### config.mk
export PLATFORM = sky130hd
export DESIGN_NAME = sfrp_top
export DESIGN_NICKNAME = d
export VERILOG_FILES = /design/src/rtl/sfrp_pkg.sv /design/src/rtl/sfrp_fifo.sv /design/src/rtl/sfrp_status.sv /design/src/rtl/sfrp_top.sv
export SDC_FILE = /design/constraint.sdc
export NUM_CORES = 1
export LEC_CHECK = 0
export BUFFER_PORTS_ARGS = -buffer_cell sky130_fd_sc_hd__buf_4
export CAP_MARGIN = 25
export CELL_PAD_IN_SITES_DETAIL_PLACEMENT = 1
export CELL_PAD_IN_SITES_GLOBAL_PLACEMENT = 2
export CORE_AREA = 2 2 223 225
export CTS_CLUSTER_SIZE = 40
export DETAILED_ROUTE_END_ITERATION = 6
export DIE_AREA = 0 0 225 227
export MAX_ROUTING_LAYER = met4
export PLACE_DENSITY = 0.88
export SLEW_MARGIN = 20
export SYNTH_ARGS = -nofsm -noshare
export SYNTH_HDL_FRONTEND = slang
export SYNTH_HIERARCHICAL = 1
export SYNTH_SLANG_ARGS = --single-unit
### constraint.sdc
create_clock -name clk -period 4.4 [get_ports clk]
set_clock_uncertainty 0.05 [all_clocks]
set_input_delay 0.22 -clock clk [delete_from_list [all_inputs] [get_ports clk]]
set_output_delay 0.22 -clock clk [all_outputs]
set_load 0.03 [all_outputs]
### src/rtl/sfrp_pkg.sv
package sfrp_pkg;
  localparam int WORD_BYTES = 4;
  localparam int DATA_W     = 8 * WORD_BYTES;

  localparam logic [2:0] ADR_STAT = 3'd0;
  localparam logic [2:0] ADR_IEN  = 3'd1;
  localparam logic [2:0] ADR_RXB  = 3'd2;
  localparam logic [2:0] ADR_TXB  = 3'd3;
  localparam logic [2:0] ADR_RXW  = 3'd4;
  localparam logic [2:0] ADR_TXW  = 3'd5;

  localparam int NUM_STICKY = 3;
  localparam int NUM_FLAGS  = 6;
endpackage

### src/rtl/sfrp_fifo.sv
module sfrp_fifo #(
  parameter int DEPTH     = 16,
  parameter int LANES     = 4,
  parameter int IN_LANES  = 4,
  parameter int OUT_LANES = 4,
  localparam int PTR_W    = $clog2(DEPTH),
  localparam int LVL_W    = $clog2(DEPTH + 1),
  localparam int CNT_W    = $clog2(LANES + 1)
) (
  input  logic                   clk,
  input  logic                   rst_n,
  input  logic [CNT_W-1:0]       push_cnt,
  input  logic [IN_LANES*8-1:0]  push_data,
  input  logic [CNT_W-1:0]       pop_cnt,
  output logic [OUT_LANES*8-1:0] peek,
  output logic [LVL_W-1:0]       level
);
  logic [7:0]       mem [DEPTH];
  logic [PTR_W-1:0] wptr_q, wptr_d, rptr_q, rptr_d;
  logic [LVL_W-1:0] lvl_q, lvl_d;

  always_comb begin
    wptr_d = wptr_q + PTR_W'(push_cnt);
    rptr_d = rptr_q + PTR_W'(pop_cnt);
    lvl_d  = lvl_q + LVL_W'(push_cnt) - LVL_W'(pop_cnt);
  end

  always_ff @(posedge clk or negedge rst_n) begin
    if (!rst_n) begin
      wptr_q <= '0;
      rptr_q <= '0;
      lvl_q  <= '0;
    end else begin
      wptr_q <= wptr_d;
      rptr_q <= rptr_d;
      lvl_q  <= lvl_d;
    end
  end

  always_ff @(posedge clk) begin
    for (int i = 0; i < IN_LANES; i++) begin
      if (CNT_W'(i) < push_cnt) mem[wptr_q + PTR_W'(i)] <= push_data[i*8 +: 8];
    end
  end

  for (genvar g = 0; g < OUT_LANES; g++) begin : g_peek
    assign peek[g*8 +: 8] = mem[rptr_q + PTR_W'(g)];
  end

  assign level = lvl_q;

  a_r7_no_overflow: assert property (@(posedge clk) disable iff (!rst_n)
    (32'(lvl_q) + 32'(push_cnt)) <= (32'(DEPTH) + 32'(pop_cnt)));
  a_r8_no_underflow: assert property (@(posedge clk) disable iff (!rst_n)
    32'(pop_cnt) <= 32'(lvl_q));
endmodule

### src/rtl/sfrp_status.sv
module sfrp_status
  import sfrp_pkg::*;
(
  input  logic                  clk,
  input  logic                  rst_n,
  input  logic [NUM_STICKY-1:0] set_evt,
  input  logic                  clr_we,
  input  logic [NUM_STICKY-1:0] clr_mask,
  input  logic                  ien_we,
  input  logic [NUM_FLAGS-1:0]  ien_wdata,
  input  logic                  tx_avail,
  input  logic                  rx_empty,
  input  logic                  tx_full,
  output logic [NUM_FLAGS-1:0]  flags,
  output logic [NUM_FLAGS-1:0]  ien,
  output logic                  irq
);
  logic [NUM_STICKY-1:0] sticky_q, sticky_d;
  logic [NUM_FLAGS-1:0]  ien_q, ien_d;

  always_comb begin
    sticky_d = sticky_q;
    if (clr_we) sticky_d = sticky_d & ~clr_mask;
    sticky_d = sticky_d | set_evt;
    ien_d    = ien_we ? ien_wdata : ien_q;
  end

  always_ff @(posedge clk or negedge rst_n) begin
    if (!rst_n) begin
      sticky_q <= '0;
      ien_q    <= '0;
    end else begin
      sticky_q <= sticky_d;
      ien_q    <= ien_d;
    end
  end

  assign flags = {tx_full, rx_empty, tx_avail, sticky_q};
  assign ien   = ien_q;
  assign irq   = |(flags & ien_q);

  for (genvar g = 0; g < NUM_STICKY; g++) begin : g_chk
    a_r9_sticky_hold: assert property (@(posedge clk) disable iff (!rst_n)
      (sticky_q[g] && !(clr_we && clr_mask[g])) |=> sticky_q[g]);
    a_r9_set_wins: assert property (@(posedge clk) disable iff (!rst_n)
      set_evt[g] |=> sticky_q[g]);
  end
endmodule

### src/rtl/sfrp_top.sv
module sfrp_top
  import sfrp_pkg::*;
#(
  parameter int DEPTH = 16
) (
  input  logic              clk,
  input  logic              rst_n,
  input  logic              word_mode,
  input  logic              ctrl_idle,
  input  logic              tx_done_evt,
  input  logic              rx_done_evt,
  input  logic              reg_wr,
  input  logic              reg_rd,
  input  logic [2:0]        reg_addr,
  input  logic [DATA_W-1:0] reg_wdata,
  output logic [DATA_W-1:0] reg_rdata,
  output logic              irq,
  output logic [7:0]        tx_byte,
  output logic              tx_valid,
  input  logic              tx_take,
  input  logic [7:0]        rx_byte,
  input  logic              rx_push,
  output logic              rx_room
);
  localparam int LVL_W = $clog2(DEPTH + 1);
  localparam int CNT_W = $clog2(WORD_BYTES + 1);
  localparam logic [LVL_W-1:0] LVL_FULL = LVL_W'(DEPTH);
  localparam logic [LVL_W-1:0] LVL_WORD = LVL_W'(WORD_BYTES);
  localparam logic [LVL_W-1:0] LVL_WFREE = LVL_W'(DEPTH - WORD_BYTES);

  // reset: asynchronous assert, synchronous release
  logic [1:0] rst_sync_q;
  logic       rst_int_n;
  always_ff @(posedge clk or negedge rst_n) begin
    if (!rst_n) rst_sync_q <= 2'b00;
    else        rst_sync_q <= {rst_sync_q[0], 1'b1};
  end
  assign rst_int_n = rst_sync_q[1];

  logic [LVL_W-1:0]  tx_lvl, rx_lvl;
  logic [CNT_W-1:0]  tx_push_cnt, tx_pop_cnt, rx_push_cnt, rx_pop_cnt;
  logic [DATA_W-1:0] rx_peek;
  logic              wr_tx_byte, wr_tx_word, rd_rx_byte, rd_rx_word;
  logic              rx_empty, tx_full, rx_push_ok;
  logic [NUM_FLAGS-1:0] flags, ien;

  // access decode
  always_comb begin
    wr_tx_word = reg_wr && (reg_addr == ADR_TXW) && word_mode;
    wr_tx_byte = reg_wr && ((reg_addr == ADR_TXB) ||
                            ((reg_addr == ADR_TXW) && !word_mode));
    rd_rx_word = reg_rd && (reg_addr == ADR_RXW) && word_mode;
    rd_rx_byte = reg_rd && ((reg_addr == ADR_RXB) ||
                            ((reg_addr == ADR_RXW) && !word_mode));
  end

  // transfer counts, all-or-nothing for word accesses
  always_comb begin
    rx_empty = (rx_lvl == '0);
    tx_full  = (tx_lvl == LVL_FULL);
    if (wr_tx_word && (tx_lvl <= LVL_WFREE)) tx_push_cnt = CNT_W'(WORD_BYTES);
    else if (wr_tx_byte && !tx_full)         tx_push_cnt = CNT_W'(1);
    else                                     tx_push_cnt = '0;
    if (rd_rx_word && (rx_lvl >= LVL_WORD))  rx_pop_cnt = CNT_W'(WORD_BYTES);
    else if (rd_rx_byte && !rx_empty)        rx_pop_cnt = CNT_W'(1);
    else                                     rx_pop_cnt = '0;
    tx_pop_cnt  = (tx_take && (tx_lvl != '0)) ? CNT_W'(1) : '0;
    rx_push_ok  = rx_push && (rx_lvl != LVL_FULL);
    rx_push_cnt = rx_push_ok ? CNT_W'(1) : '0;
  end

  sfrp_fifo #(
    .DEPTH(DEPTH), .LANES(WORD_BYTES), .IN_LANES(WORD_BYTES), .OUT_LANES(1)
  ) u_txq (
    .clk(clk), .rst_n(rst_int_n),
    .push_cnt(tx_push_cnt), .push_data(reg_wdata),
    .pop_cnt(tx_pop_cnt), .peek(tx_byte), .level(tx_lvl)
  );

  sfrp_fifo #(
    .DEPTH(DEPTH), .LANES(WORD_BYTES), .IN_LANES(1), .OUT_LANES(WORD_BYTES)
  ) u_rxq (
    .clk(clk), .rst_n(rst_int_n),
    .push_cnt(rx_push_cnt), .push_data(rx_byte),
    .pop_cnt(rx_pop_cnt), .peek(rx_peek), .level(rx_lvl)
  );

  sfrp_status u_stat (
    .clk(clk), .rst_n(rst_int_n),
    .set_evt({rx_push_ok && rx_empty, rx_done_evt, tx_done_evt}),
    .clr_we(reg_wr && (reg_addr == ADR_STAT)),
    .clr_mask(reg_wdata[NUM_STICKY-1:0]),
    .ien_we(reg_wr && (reg_addr == ADR_IEN)),
    .ien_wdata(reg_wdata[NUM_FLAGS-1:0]),
    .tx_avail(!tx_full), .rx_empty(rx_empty), .tx_full(tx_full),
    .flags(flags), .ien(ien), .irq(irq)
  );

  // read data
  always_comb begin
    reg_rdata = '0;
    case (reg_addr)
      ADR_STAT: reg_rdata = {23'd0, word_mode, ctrl_idle, 1'b0, flags};
      ADR_IEN:  reg_rdata = {26'd0, ien};
      ADR_RXB:  if (!rx_empty) reg_rdata = {24'd0, rx_peek[7:0]};
      ADR_RXW: begin
        if (word_mode) begin
          if (rx_lvl >= LVL_WORD) reg_rdata = rx_peek;
        end else if (!rx_empty) begin
          reg_rdata = {24'd0, rx_peek[7:0]};
        end
      end
      default: reg_rdata = '0;
    endcase
  end

  assign tx_valid = (tx_lvl != '0);
  assign rx_room  = !(rx_lvl == LVL_FULL);

  a_r2_valid_after_push: assert property (@(posedge clk) disable iff (!rst_int_n)
    (tx_push_cnt != '0) |=> tx_valid);
  a_r8_rx_pop_gated: assert property (@(posedge clk) disable iff (!rst_int_n)
    (rx_pop_cnt != '0) |-> !rx_empty);
endmodule

; ---- Word level (Yosys, flattened, before mapping)
; Memories as Yosys holds them, arrays and structs flattened.
; Index checks and enable logic that the tools add are counted.
[totals]
ff_bits = 37
ramBits = 256
input_bits = 53
wordCells = 92
n_memories = 2
[memory_table]
columns = name, words, width, rd, rd_ports_with_merged_regs, write_ports, line
row1 = u_rxq.mem, 16, 8, 4, 0, 1, sfrp_fifo.sv:18  ; logic [7:0] mem [DEPTH];
row2 = u_txq.mem, 16, 8, 1, 0, 4, sfrp_fifo.sv:18
[op_classes]
n_addsub = 14
n_lt_le_gt_ge = 7
n_eq_ne = 8
muxes = 21
bitwise_logic = 4
n_reduce_logical = 27
[ops]
columns = cell, count
row1 = one-hot mux 32 bit (4 select lines), 1
row2 = two-way mux 32 bit, 2
row3 = logical AND 1 bit, 17
row4 = adder 4 x 2 -> 4 bit (second input constant), 4
row5 = two-way mux 1 bit, 14
row6 = equality test 5 bit (second input constant), 2
row7 = two-way mux 3 bit, 3
row8 = adder 4 x 1 -> 4 bit, 2
row9 = adder 4 x 1 -> 4 bit (second input constant), 2
row10 = adder 4 x 3 -> 4 bit, 2
row11 = two-way mux 8 bit, 1
row12 = AND 6 bit, 1
row13 = equality test 3 x 2 -> 1 bit (second input constant), 2
row14 = equality test 3 bit (second input constant), 2
row15 = < comparator 1 x 3 -> 1 bit (first input constant), 2
row16 = < comparator 2 x 3 -> 1 bit (first input constant), 2
row17 = OR reduction 6 bit, 1
row18 = adder 5 x 1 -> 5 bit, 1
row19 = adder 5 x 3 -> 5 bit, 1
row20 = >= comparator 5 x 3 -> 1 bit (second input constant), 1
row21 = less-or-equal comparator 5 x 4 -> 1 bit (second input constant), 1
row22 = zero test 5 bit, 1
row23 = inequality test 5 bit (second input constant), 1
row24 = nonzero test 5 bit, 1
row25 = 10 further kinds, 14

; ---- Depth between registers and ports, before layout
; Gate-level depths: netlist of run 1.
[depth]
word_depth = 10
depth_mapped = 12
ltp_nobuf = 10

; ---- Modules after synthesis
; Netlist of run 1, hierarchy kept.
[by_module_without_submodules]
columns = module, n_inst, cells_each, area_each_um2, seq_area_each_um2
row1 = sfrp_fifo (u_txq), 1, 1124, 10727.8, 4169.0
row2 = sfrp_fifo (u_rxq), 1, 552, 8828.5, 4169.0
row3 = sfrp_top, 1, 99, 735.7, 50.0
row4 = sfrp_status, 1, 29, 410.4, 225.2

; ---- Least setup slack after synthesis of run 1
; OpenSTA, ideal clock, no wires.
[synth_path]
path_type = register -> output
startpoint = register u_rxq.rptr_q[1]
endpoint = output port reg_rdata[24]
t_arrival_ns = 3.022
required_time_ns = 4.130
slack_ns = 1.108
stages_incl_launch_ff = 11
path_cell_list = dfrtp_1 buf_2 buf_2 buf_2 clkinv_1 ha_1 clkbuf_1 clkbuf_1 clkbuf_1 mux2i_1 and2_1
[synth_between]
elab_chain_cells = 5
[synth_rtl]
columns = item, line
row1 = start: declaration, sfrp_fifo.sv:19  ; logic [PTR_W-1:0] wptr_q, wptr_d, rptr_q, rptr_d;
row2 = start signal: assignment, sfrp_fifo.sv:35  ; rptr_q <= rptr_d;
row3 = adder 4 x 2 -> 4 bit, sfrp_fifo.sv:47  ; assign peek[g*8 +: 8] = mem[rptr_q + PTR_W'(g)];
row4 = memory read (16 x 8 bit), --
row5 = via rx_peek[24], sfrp_top.sv:42  ; logic [DATA_W-1:0] rx_peek;
row6 = two-way mux 32 bit, sfrp_top.sv:108  ; if (rx_lvl >= LVL_WORD) reg_rdata = rx_peek;
row7 = two-way mux 32 bit, sfrp_top.sv:107  ; if (word_mode) begin
row8 = one-hot mux 32 bit (4 select lines), sfrp_top.sv:102  ; case (reg_addr)
row9 = end: declaration, sfrp_top.sv:16  ; output logic [DATA_W-1:0] reg_rdata,
; The timed path passes the listed nets, and every way through them passes these cells.

; ---- Final worst setup path of run 1
[layout_path]
startpoint = register u_rxq.rptr_q[1]
endpoint = output port reg_rdata[8]
[layout_between]
elab_chain_cells = 5
[layout_rtl]
columns = item, line
row1 = adder 4 x 1 -> 4 bit, sfrp_fifo.sv:47
row2 = memory read (16 x 8 bit), --
row3 = via rx_peek[8], sfrp_top.sv:42
row4 = two-way mux 32 bit, sfrp_top.sv:108
row5 = two-way mux 32 bit, sfrp_top.sv:107
row6 = one-hot mux 32 bit (4 select lines), sfrp_top.sv:102
; The timed path passes the listed nets, and every way through them passes these cells.

==> results of run 1 <==
==> worst max path at each step <==
stage                          from       endpoint  slack (ps)  cells past startpoint
global placement    u_rxq/rptr_q[1]   reg_rdata[8]         970                     10
finish              u_rxq/rptr_q[1]   reg_rdata[8]         360                     10
detailed placement  u_rxq/rptr_q[1]   reg_rdata[8]         850                     10
global route        u_rxq/rptr_q[1]   reg_rdata[8]         140                     10
floorplan           u_rxq/rptr_q[1]  reg_rdata[24]        1110                     10
CTS                 u_rxq/rptr_q[1]   reg_rdata[8]         180                     10
==> registers in the layout, indices dropped and copies added, names as in the netlist, 5 cells and up <==
signal / cells
u_rxq/mem: 128
u_txq/mem: 128
u_stat/ien: 6
u_rxq/level: 5
u_txq/level: 5
==> synth_stat cells (7+ instances only) <==
master	count
nor2_1	132
nor4_2	10
xnor2_1	16
buf_2	57
a32oi_1	7
ha_1	28
dfrtp_1	37
mux2i_1	85
a21oi_1	18
nand2b_1	8
a21o_1	12
a311o_1	8
fa_1	10
o22ai_1	11
clkbuf_1	84
a22oi_1	23
nand4_1	13
and4_1	9
o21ai_0	52
nor3_1	35
buf_1	18
nor2b_1	7
and2_1	30
nand2_1	179
edfxtp_1	256
buf_4	20
and3b_1	7
nand3_1	19
nor3_2	10
a221oi_1	49
mux2_2	7
a211oi_1	72
buf_6	8
inv_1	54
a31oi_1	41
or4_1	11
mux4_2	141
o31ai_1	103
nor4_1	35
==> placed cells by master, fill, tap and decap left out, drive strengths merged, types with 17 or more instances in the layout <==
cell | netlist | layout
inv | 54 | 57
nor3 | 45 | 45
nor2 | 133 | 133
clkbuf | 85 | 44
buf | 103 | 155
mux2i | 85 | 85
conb | 2 | 17
a211oi | 76 | 76
dfrtp | 37 | 37
ha | 28 | 28
clkinv | 2 | 17
a21oi | 18 | 18
mux4 | 146 | 146
o31ai | 103 | 103
a221oi | 49 | 49
a22oi | 23 | 23
nand3 | 19 | 19
and2 | 30 | 30
edfxtp | 256 | 256
a31oi | 41 | 41
nor4 | 47 | 47
nand2 | 180 | 180
nand4 | 19 | 19
o21ai | 57 | 57
xnor2 | 18 | 18
==> layout make-up <==
| type | count | share of cell area (%) |
|---|---|---|
| inverter | 56 | 0.906 |
| multi-input combinational | 1282 | 47.8 |
| clock inverter | 23 | 0.890 |
| timing repair buffer | 168 | 5.66 |
| antenna | 2 | 0.0216 |
| tap | 622 | 3.35 |
| sequential | 293 | 37.2 |
| clock buffer | 44 | 4.19 |
==> tightest hold or removal path, stage by stage <==
cell    delay, ps
buf_4          80
and2_1        150
ha_1          140
==> metal layers <==
metal  GRT usage, %  vias up  routed length, um  share of wire (%)
li1               -     7213                  -                  -
met1           39.7     8787              30100                 37
met2           52.2     1111              38800                 48
met3           6.22      265               7610                9.4
met4           16.0        0               4250                5.3
met5              -        -                  0                  0
==> repair_timing <==
item | CTS | global route
hold buffers | 13 | 0
setup endpoints to repair | 0 | 1
gates resized for setup | 0 | 1
hold endpoints to repair | 133 | 0
==> where the power goes <==
part	total (mW)	internal [mW]	leakage (nW)	switching (mW)
logic	9.61	3.91	4.75	5.70
registers	4.42	3.77	2.75	0.648
clock network	3.05	1.76	0.581	1.28
==> logic make-up after synthesis <==
logic type                 Yosys count  share of synthesized area [%]
and+or+nand+nor                    536                           13.4
AOI/OAI and AO/OA                  421                           14.8
DFF                                293                           41.6
muxes                              244                           20.9
buffers and inverters              244                           5.43
adders and majority gates           38                           2.66
xor gates and xnor gates            26                           1.24
other                                2                         0.0363
==> per-stage QoR <==
| stage | instance area [um2] | worst slack, ps | hold WS (ps) | utilization, % |
|---|---|---|---|---|
| floorplan | 20800 | 1110 | -126 | - |
| global placement | 21800 | 969 | -46.7 | 45.0 |
| detailed placement | 21800 | 846 | -46.5 | 45.0 |
| CTS | 23200 | 183 | 27.6 | 47.7 |
| global route | 23200 | 142 | 35.7 | 47.8 |
| finish | 23200 | 355 | 26.2 | 47.8 |
==> metrics.cfg, run 1 <==
[outcome]
status = completed

[drt]
drtIter0Drc = 2076
drt.antenna.violating_nets = 0
drc = 0
wl_per_cell_um = 32.5
drt-pass1-iter-count = 5
via_per_inst = 6.98
vias = 17376
drt_wl_total_mm = 80.8

[timing]
rsz0062_at_grt = no
maxSlewViolCount = 0
fmax_mhz = 247
finalSetupTns_ps = 0
fin_crit_sh_pct = 91.9
finalSetupViolCount = 0
worst_pin_slew_ps = 1200
relSlewSlack_pct = 19.1
fin_crit_ps = 4040
finalHoldViolations = 0

[logic_synthesis]
synth_area_mm2 = 0.0207
synthCells = 1804
ys_ff_latch = 293
synth_edf_count = 256
synth-async-reset-ratio_pct = 12.6
ys_top_cells_by_area = edfxtp_1 37%, mux4_2 15%, dfrtp_1 4.5%
yosysTopAreaCell = edfxtp_1
synth_warnings = 6
synth_top_flop_cell = edfxtp_1
ys_seq_area_share_pct = 41.6
synth_top_area_share_pct = 37.1
ys_types = 76
avgSynthCellArea_um2 = 11.5

[clock_network]
htreeDepth = 2
cts_tree = built
clk_path_buf_depth = 3
root_buffer = clkbuf_16
clkSlewWorstSetupHoldPaths_ps = 60
cts_sinks = 293
numCtsBuffers = 37
clkLatencyLatePin_ps = 550
cts_post_setup_buffers_inserted = 0

[setup_path]
arrival_ps = 3770
path_cells = buf_6, ha_1, xor2_1, buf_4, nand3b_1, o22ai_1, a311o_1, o311a_1, o21a_1, buf_4
crit-reg2reg-capture = u_txq/mem[15][5]
path_class = register to primary output
cp_slowest_cell = nand3b_1
critPathMaxFanout = 34
crit_path_frequent_cell = buf_4
start_kind = register
cp.required_ps = 4130
r2r_cells = 7
critical_path.top_delay_family = compound AO/OA/AOI/OAI gates
slowest_delay_ps = 490
cp-end-kind = primary output
path_buf_inv = 3
regToRegSetupSlack_ps = 1030
rr_startpoint = u_txq/wptr_q[2]

[floorplanning]
initial_core_util_pct = 42.6
die_x_um = 225
die_area_mm2 = 0.0511
rows = 81
ioPinCount = 96
core_mm2 = 0.0485
die_y_um = 227

[grt]
grt.total_usage_pct = 32.5
grt_max_degree = 73
grt_overflow = 0
first_global_vias = 17552
grt_pass1_wl_mm = 118
antenna_found_initial = 2

[power_and_ir_drop]
ir_drop_uv = 519
power_mw = 17.1
power_density_mw_per_mm2 = 736
p_leak_nw = 8.08

[placement]
dp_hpwl_mm = 55.4
placedCellCount = 2405
finalWeightedCongestion = 0.974
port_buffers = 95

[run]
cap_viol_max_count = 0

[cells_and_area]
drive_gt1_share_pct = 22.8
multiInputGateArea_mm2 = 0.0111
final_cells = 2490
layout.nets = 1929
seqCellArea_mm2 = 0.00862
nFillCells = 5068
syn2layout_area_growth_pct = 12.1

[min_path]
holdPathStages = 3
min_to = u_txq/rptr_q[0]
hold_path.class = primary input to register
min-delay-start = tx_take

Power figures use the tool's default switching activity.
==> inputs of run 2 (changes only) <==
- CORE_AREA: 2 2 223 225 -> 2 2 216 218
- DIE_AREA: 0 0 225 227 -> 0 0 218 220
- PLACE_DENSITY: 0.88 -> 0.93
- clock period: 4.4 -> 5.1 ns (I/O delays scaled with it)
==> metrics.cfg, run 2 (synthesis results as in run 1) <==
[grt]
grt_use_met1_pct = 41.6  ; +1.9 points
use_met3_pct = 6.09  ; -0.13 points
grt_max_degree = 104  ; +42%
grt_pass1_wl_mm = 121  ; +2.5%
grt_overflow = 0  ; unchanged
first_global_vias = 18276  ; +4.1%
antenna_found_initial = 1  ; -1
busiest_layer = met2
met2_usage_pct = 57.3  ; +5.1 points
grt.total_usage_pct = 35.3  ; +2.7 points

[power_and_ir_drop]
swShare_pct = 45.4  ; +0.65 points
p_switching_mw = 6.69  ; -12%
p_int_mw = 8.05  ; -15%
power_frac_comb_pct = 55.4  ; -0.9 points
ir_drop_uv = 467  ; -10%
p_leak_nw = 8.00  ; -1.0%
power_density_mw_per_mm2 = 639  ; -13%
p_clk_share_pct = 17.3  ; -0.5 points
power_frac_seq_pct = 27.3  ; +1.4 points

[min_path]
hold_path.class = primary input to register
holdPathStages = 3  ; unchanged

[timing]
finalSetupViolCount = 0  ; unchanged
rsz0062_at_grt = no
finalSetupTns_ps = 0  ; unchanged
fin_crit_ps = 4430
worst_pin_slew_ps = 1180  ; -21.4 ps
fin_crit_sh_pct = 86.9
layout_setup_ws_ps = 666  ; +311 ps
relSlewSlack_pct = 20.5  ; +1.4 points
finalHoldViolations = 0  ; unchanged
fmax_mhz = 226
maxSlewViolCount = 0  ; unchanged

[cells_and_area]
layout.nets = 1917  ; -0.62%
drive_gt1_share_pct = 22.3  ; -0.46 points
final_common_cell = edfxtp_1
layout_common_cells = 256 x edfxtp_1, 179 x nand2_1, 141 x buf_4, 141 x mux4_2, 129 x nor2_1
syn2layout_area_growth_pct = 11.5

[clock_network]
clkSlewWorstSetupHoldPaths_ps = 70  ; about the same
cts_tree = built
cts_resized = 0  ; unchanged
clkLatencyLatePin_ps = 570  ; +20 ps
root_buffer = clkbuf_16
clk_path_buf_depth = 3  ; unchanged
htreeDepth = 2  ; unchanged
cts_sinks = 293  ; unchanged
numCtsBuffers = 35  ; -5.4%

[setup_path]
r2r_cells = 6  ; -1
cp-end-kind = primary output
arrival_ps = 4130  ; +360 ps
critPathMaxFanout = 26  ; -24%
cp.required_ps = 4800  ; +670 ps
start_kind = register
path_class = register to primary output

[floorplanning]
ioPinCount = 96  ; unchanged
die_y_um = 220  ; -3.1%
initial_core_util_pct = 45.1  ; +2.5 points
core_mm2 = 0.0459  ; -5.5%
rows = 79  ; -2.5%
die_x_um = 218  ; -3.1%
die_area_mm2 = 0.0480  ; -6.1%

[drt]
drc = 0  ; unchanged
drt.antenna.violating_nets = 0  ; unchanged
drt-pass1-iter-count = 7  ; +2
wl_per_cell_um = 33.4  ; +2.7%
drtIter0Drc = 2278  ; +9.7%
via_per_inst = 7.17  ; +2.7%
vias = 17623  ; +1.4%
drt_wl_total_mm = 82.0  ; +1.5%

[placement]
dp_hpwl_mm = 57.0  ; +2.9%
finalWeightedCongestion = 1.02  ; +4.9%
dp_slack_ps = 1250  ; +407 ps
port_buffers = 95  ; unchanged

[run]
cap_viol_max_count = 0  ; unchanged

[outcome]
status = completed

==> run 2: path summary, 6_finish.rpt <==
path                                       from                  to  slack (ps)
worst max-delay path            u_rxq/rptr_q[0]        reg_rdata[8]         670
worst min register to register    rst_sync_q[0]       rst_sync_q[1]         300
worst max register to register  u_txq/wptr_q[2]     u_txq/mem[3][1]        1290
worst min-delay path               reg_wdata[2]  u_stat/sticky_q[2]         110
max in group asynchronous         rst_sync_q[1]     u_txq/rptr_q[0]        3930
min in group asynchronous         rst_sync_q[1]      u_rxq/level[3]         370
==> run 2: per-stage QoR <==
stage	utilization [%]	power [mW]	hold slack [ps]	std cells	cell area, um2
3_3_place_gp	47.3	11.6	-11.6	2375	21700
4_1_cts	50.2	14.6	77.3	2457	23000
2_1_floorplan	-	9.43	-90.6	1819	20800
5_1_grt	50.3	15.2	117	2459	23100
6_report	50.3	14.7	109	2459	23100
3_5_place_dp	47.5	12.0	-11.9	2382	21800
==> run 2: layout make-up <==
type	instances	area [um2]
Fill cell	4789	22800
Clock inverter	17	196
Timing Repair Buffer	158	1240
Sequential cell	293	8630
Inverter	56	210
Tap cell	607	759
Clock buffer	45	923
Multi-Input combinational cell	1282	11100
Antenna cell	1	2.50
==> run 2: power by group through the flow <==
stage	sequential [mW]	clock (mW)	combinational, mW
6_report	4.02	2.55	8.17
5_1_grt	4.08	2.65	8.50
4_1_cts	4.00	2.58	8.01
3_5_place_dp	4.04	0	7.92
3_3_place_gp	3.98	0	7.63
2_1_floorplan	3.49	0	5.93
==> run 2: routing by layer <==
metal,share of wire [%],up-vias
met3,9.1,339
met5,0,-
met1,36,8931
met4,6.6,0
met2,48,1179
li1,-,7174
==> run 2: what timing repair did <==
| action | CTS | global route |
|---|---|---|
| setup buffers | 0 | 0 |
| hold buffers | 13 | 0 |
| endpoints found under the hold margin | 133 | 0 |
| endpoints found under the setup margin | 0 | 0 |
==> run 2: critical path: stages, from the launching register on <==
cell and delay [ps]:
dfrtp_4 700, clkinv_1 420, ha_1 550, buf_4 370, nand3b_1 420, o22ai_1 170
a311o_1 400, o311a_1 150, o21a_1 190, buf_4 170
==> inputs of run 3 (changes only) <==
- ABC_AREA: not set -> 1
- CORE_AREA: 2 2 216 218 -> 2 2 237 239
- CTS_CLUSTER_SIZE: 40 -> 24
- DIE_AREA: 0 0 218 220 -> 0 0 239 241
- PLACE_DENSITY: 0.93 -> 0.94
==> metrics.cfg, run 3 <==
[logic_synthesis]
ys_ff_latch = 293  ; unchanged
synth_top_area_share_pct = 36.2  ; -0.90 points
ys_top_cells_by_area = edfxtp_1 36%, nand2_1 19%, nand3_1 15%
synth_common_cells = 1099 x nand2_1, 645 x nand3_1, 274 x inv_1
synth_warnings = 6  ; unchanged
yosysTopAreaCell = edfxtp_1
synth_top_family_by_area = simple AND/OR/NAND/NOR gates
synth_compound_area_share_pct = 7.31  ; -7.5 points
synth_fa_ha_area_share_pct = 2.59  ; -0.064 points
ys_seq_area_share_pct = 40.6  ; -1.0 points
avgSynthCellArea_um2 = 7.00  ; -39%
synth-async-reset-ratio_pct = 12.6  ; unchanged
synthMuxAreaShare_pct = 0  ; -21 points
synth_edf_count = 256  ; unchanged
synthCells = 3030  ; +68%
synth_area_mm2 = 0.0212  ; +2.5%
synth_most_common_cell = nand2_1
yosys.area_share.simple_pct = 39.5  ; +26 points
synth_top_flop_cell = edfxtp_1
ys_types = 39  ; -49%
synth-xor-area-share_pct = 0.661  ; -0.58 points

[drt]
wl_met3_mm = 7.46  ; -0.29%
drt_wl_total_mm = 93.8  ; +14%
drt-pass1-iter-count = 5  ; -2
via_per_inst = 5.89  ; -18%
met1Wirelength_mm = 38.1  ; +29%
top_layer = met4
vias = 22294  ; +27%
met2_length_mm = 43.0  ; +8.4%
drt.antenna.violating_nets = 0  ; unchanged
drtIter0Drc = 2192  ; -3.8%
drc = 0  ; unchanged
wl_per_cell_um = 24.8  ; -26%

[clock_network]
clkSlewWorstSetupHoldPaths_ps = 60  ; about the same
cts_sinks = 293  ; unchanged
root_buffer = clkbuf_16
numCtsBuffers = 35  ; unchanged
htreeDepth = 2  ; unchanged
cts_resized = 0  ; unchanged
clkLatencyLatePin_ps = 570  ; about the same
cts_tree = built
clk_path_buf_depth = 3  ; unchanged

[timing]
fin_crit_sh_pct = 81.8  ; -5.1 points
finalSetupTns_ps = 0  ; unchanged
finalHoldViolations = 0  ; unchanged
fin_crit_ps = 4170  ; -263 ps
fmax_mhz = 240  ; +6.3%
relSlewSlack_pct = 28.8  ; +8.3 points
maxSlewViolCount = 0  ; unchanged
finalSetupViolCount = 0  ; unchanged
worst_pin_slew_ps = 1060  ; -123 ps
layout_setup_ws_ps = 928  ; +263 ps
rsz0062_at_grt = no

[power_and_ir_drop]
ir_drop_uv = 427  ; -8.6%
p_leak_nw = 10.9  ; +37%
power_mw = 15.1  ; +2.2%
power_density_mw_per_mm2 = 638  ; about the same

[floorplanning]
initial_core_util_pct = 38.7  ; -6.5 points
die_y_um = 241  ; +9.5%
rows = 86  ; +8.9%
ioPinCount = 96  ; unchanged
core_mm2 = 0.0549  ; +20%
die_x_um = 239  ; +9.6%
die_area_mm2 = 0.0576  ; +20%

[grt]
grt_max_degree = 97  ; -6.7%
first_global_vias = 22330  ; +22%
grt.total_usage_pct = 33.4  ; -1.9 points
grt_pass1_wl_mm = 139  ; +15%
grt_overflow = 0  ; unchanged
antenna_found_initial = 3  ; +2

[run]
cap_viol_max_count = 0  ; unchanged

[placement]
port_buffers = 95  ; unchanged
finalWeightedCongestion = 0.966  ; -5.4%
dp_hpwl_mm = 65.2  ; +14%
placedCellCount = 3709  ; +56%
dp_slack_ps = 1470  ; +217 ps

[cells_and_area]
final_common_cell = nand2_1
syn2layout_area_growth_pct = 11.3
layout_common_cells = 1099 x nand2_1, 645 x nand3_1, 273 x inv_1
drive_gt1_share_pct = 8.73  ; -14 points
layout.nets = 3145  ; +64%
seqCellArea_mm2 = 0.00862  ; about the same
nFillCells = 7002  ; +46%
final_cells = 3788  ; +54%
fin_util_pct = 43.0  ; -7.3 points
multiInputGateArea_mm2 = 0.0107  ; -3.6%

[setup_path]
arrival_ps = 3870  ; -260 ps
cp.required_ps = 4800  ; about the same
path_class = register to primary output
critPathMaxFanout = 96  ; +270%
cp-end-kind = primary output
start_kind = register

[min_path]
hold_path.class = primary input to register

[outcome]
status = completed

## run 3: cell count changes after synthesis, moves of 32 or more
cell      before   now
a31oi_1       41     0
a211oi_1      72     1
nor3_1        35     3
nand2_1      179  1099
nand3_1       19   645
a21oi_1       18    79
mux4_2       141     0
mux2i_1       85     0
inv_1         54   274
o21ai_0       52    94
a221oi_1      49     0
o211ai_1       2    73
nor4_1        35     2
o31ai_1      103     0
## run 3: area by class of cell
cell class | count | area share [%]
Clock inverter | 22 | 0.795
Multi-Input combinational cell | 2275 | 45.4
Clock buffer | 42 | 3.95
Tap cell | 704 | 3.73
Sequential cell | 293 | 36.5
Timing Repair Buffer | 147 | 4.80
Antenna cell | 3 | 0.0318
Inverter | 302 | 4.81
## run 3: kinds of logic after synthesis
logic type,after synthesis
flops,293
simple gates,1937
xor+xnor,16
buf+inv,477
fa+ha+maj,38
other cells,2
compound gates,267
## run 3: what timing repair did
item	CTS	global route
endpoints found under the hold margin	132	0
setup buffers	0	0
endpoints found under the setup margin	0	0
hold buffers	12	0
## run 3: critical path: stages, from the launching register on
cell and delay [ps]:
dfrtp_4 680, clkinv_2 110, buf_4 350, buf_4 840, nand2_1 200, nand3_1 150, nand3_1 90, nand2_1 180
nand2_1 70, nand2_1 230, nand2_1 90, nand2_1 80, buf_4 160
## run 3: stage by stage
step                      hold slack (ps)  instance area, um2
final                                18.5               23600
after global routing                 49.3               23600
after CTS                            13.6               23600
after detailed placement            -12.2               22400
after global placement              -12.4               22300
after floorplan                     -90.6               21300
## run 3: report_power, final
part | switching, mW | internal [mW]
logic | 6.48 | 2.38
clock network | 1.07 | 1.42
registers | 0.491 | 3.23
## run 3: final timing paths
kind	end	depth (start not counted)	slack [ps]	startpoint
min in group asynchronous	u_txq/wptr_q[1]	0	330	rst_sync_q[1]
setup reg to reg	u_txq/mem[0][4]	9	1320	u_txq/level[1]
setup / recovery	reg_rdata[1]	12	930	u_rxq/rptr_q[0]
hold reg to reg	rst_sync_q[1]	0	310	rst_sync_q[0]
hold / removal	u_stat/sticky_q[2]	4	20	rx_push
max in group asynchronous	u_rxq/rptr_q[0]	0	4000	rst_sync_q[1]
## run 3: routing by layer
| metal | GRT usage, % | up-vias |
|---|---|---|
| met2 | 52.4 | 1031 |
| met4 | 16.9 | 0 |
| li1 | - | 10064 |
| met1 | 41.6 | 10901 |
| met3 | 5.65 | 298 |
| met5 | - | - |
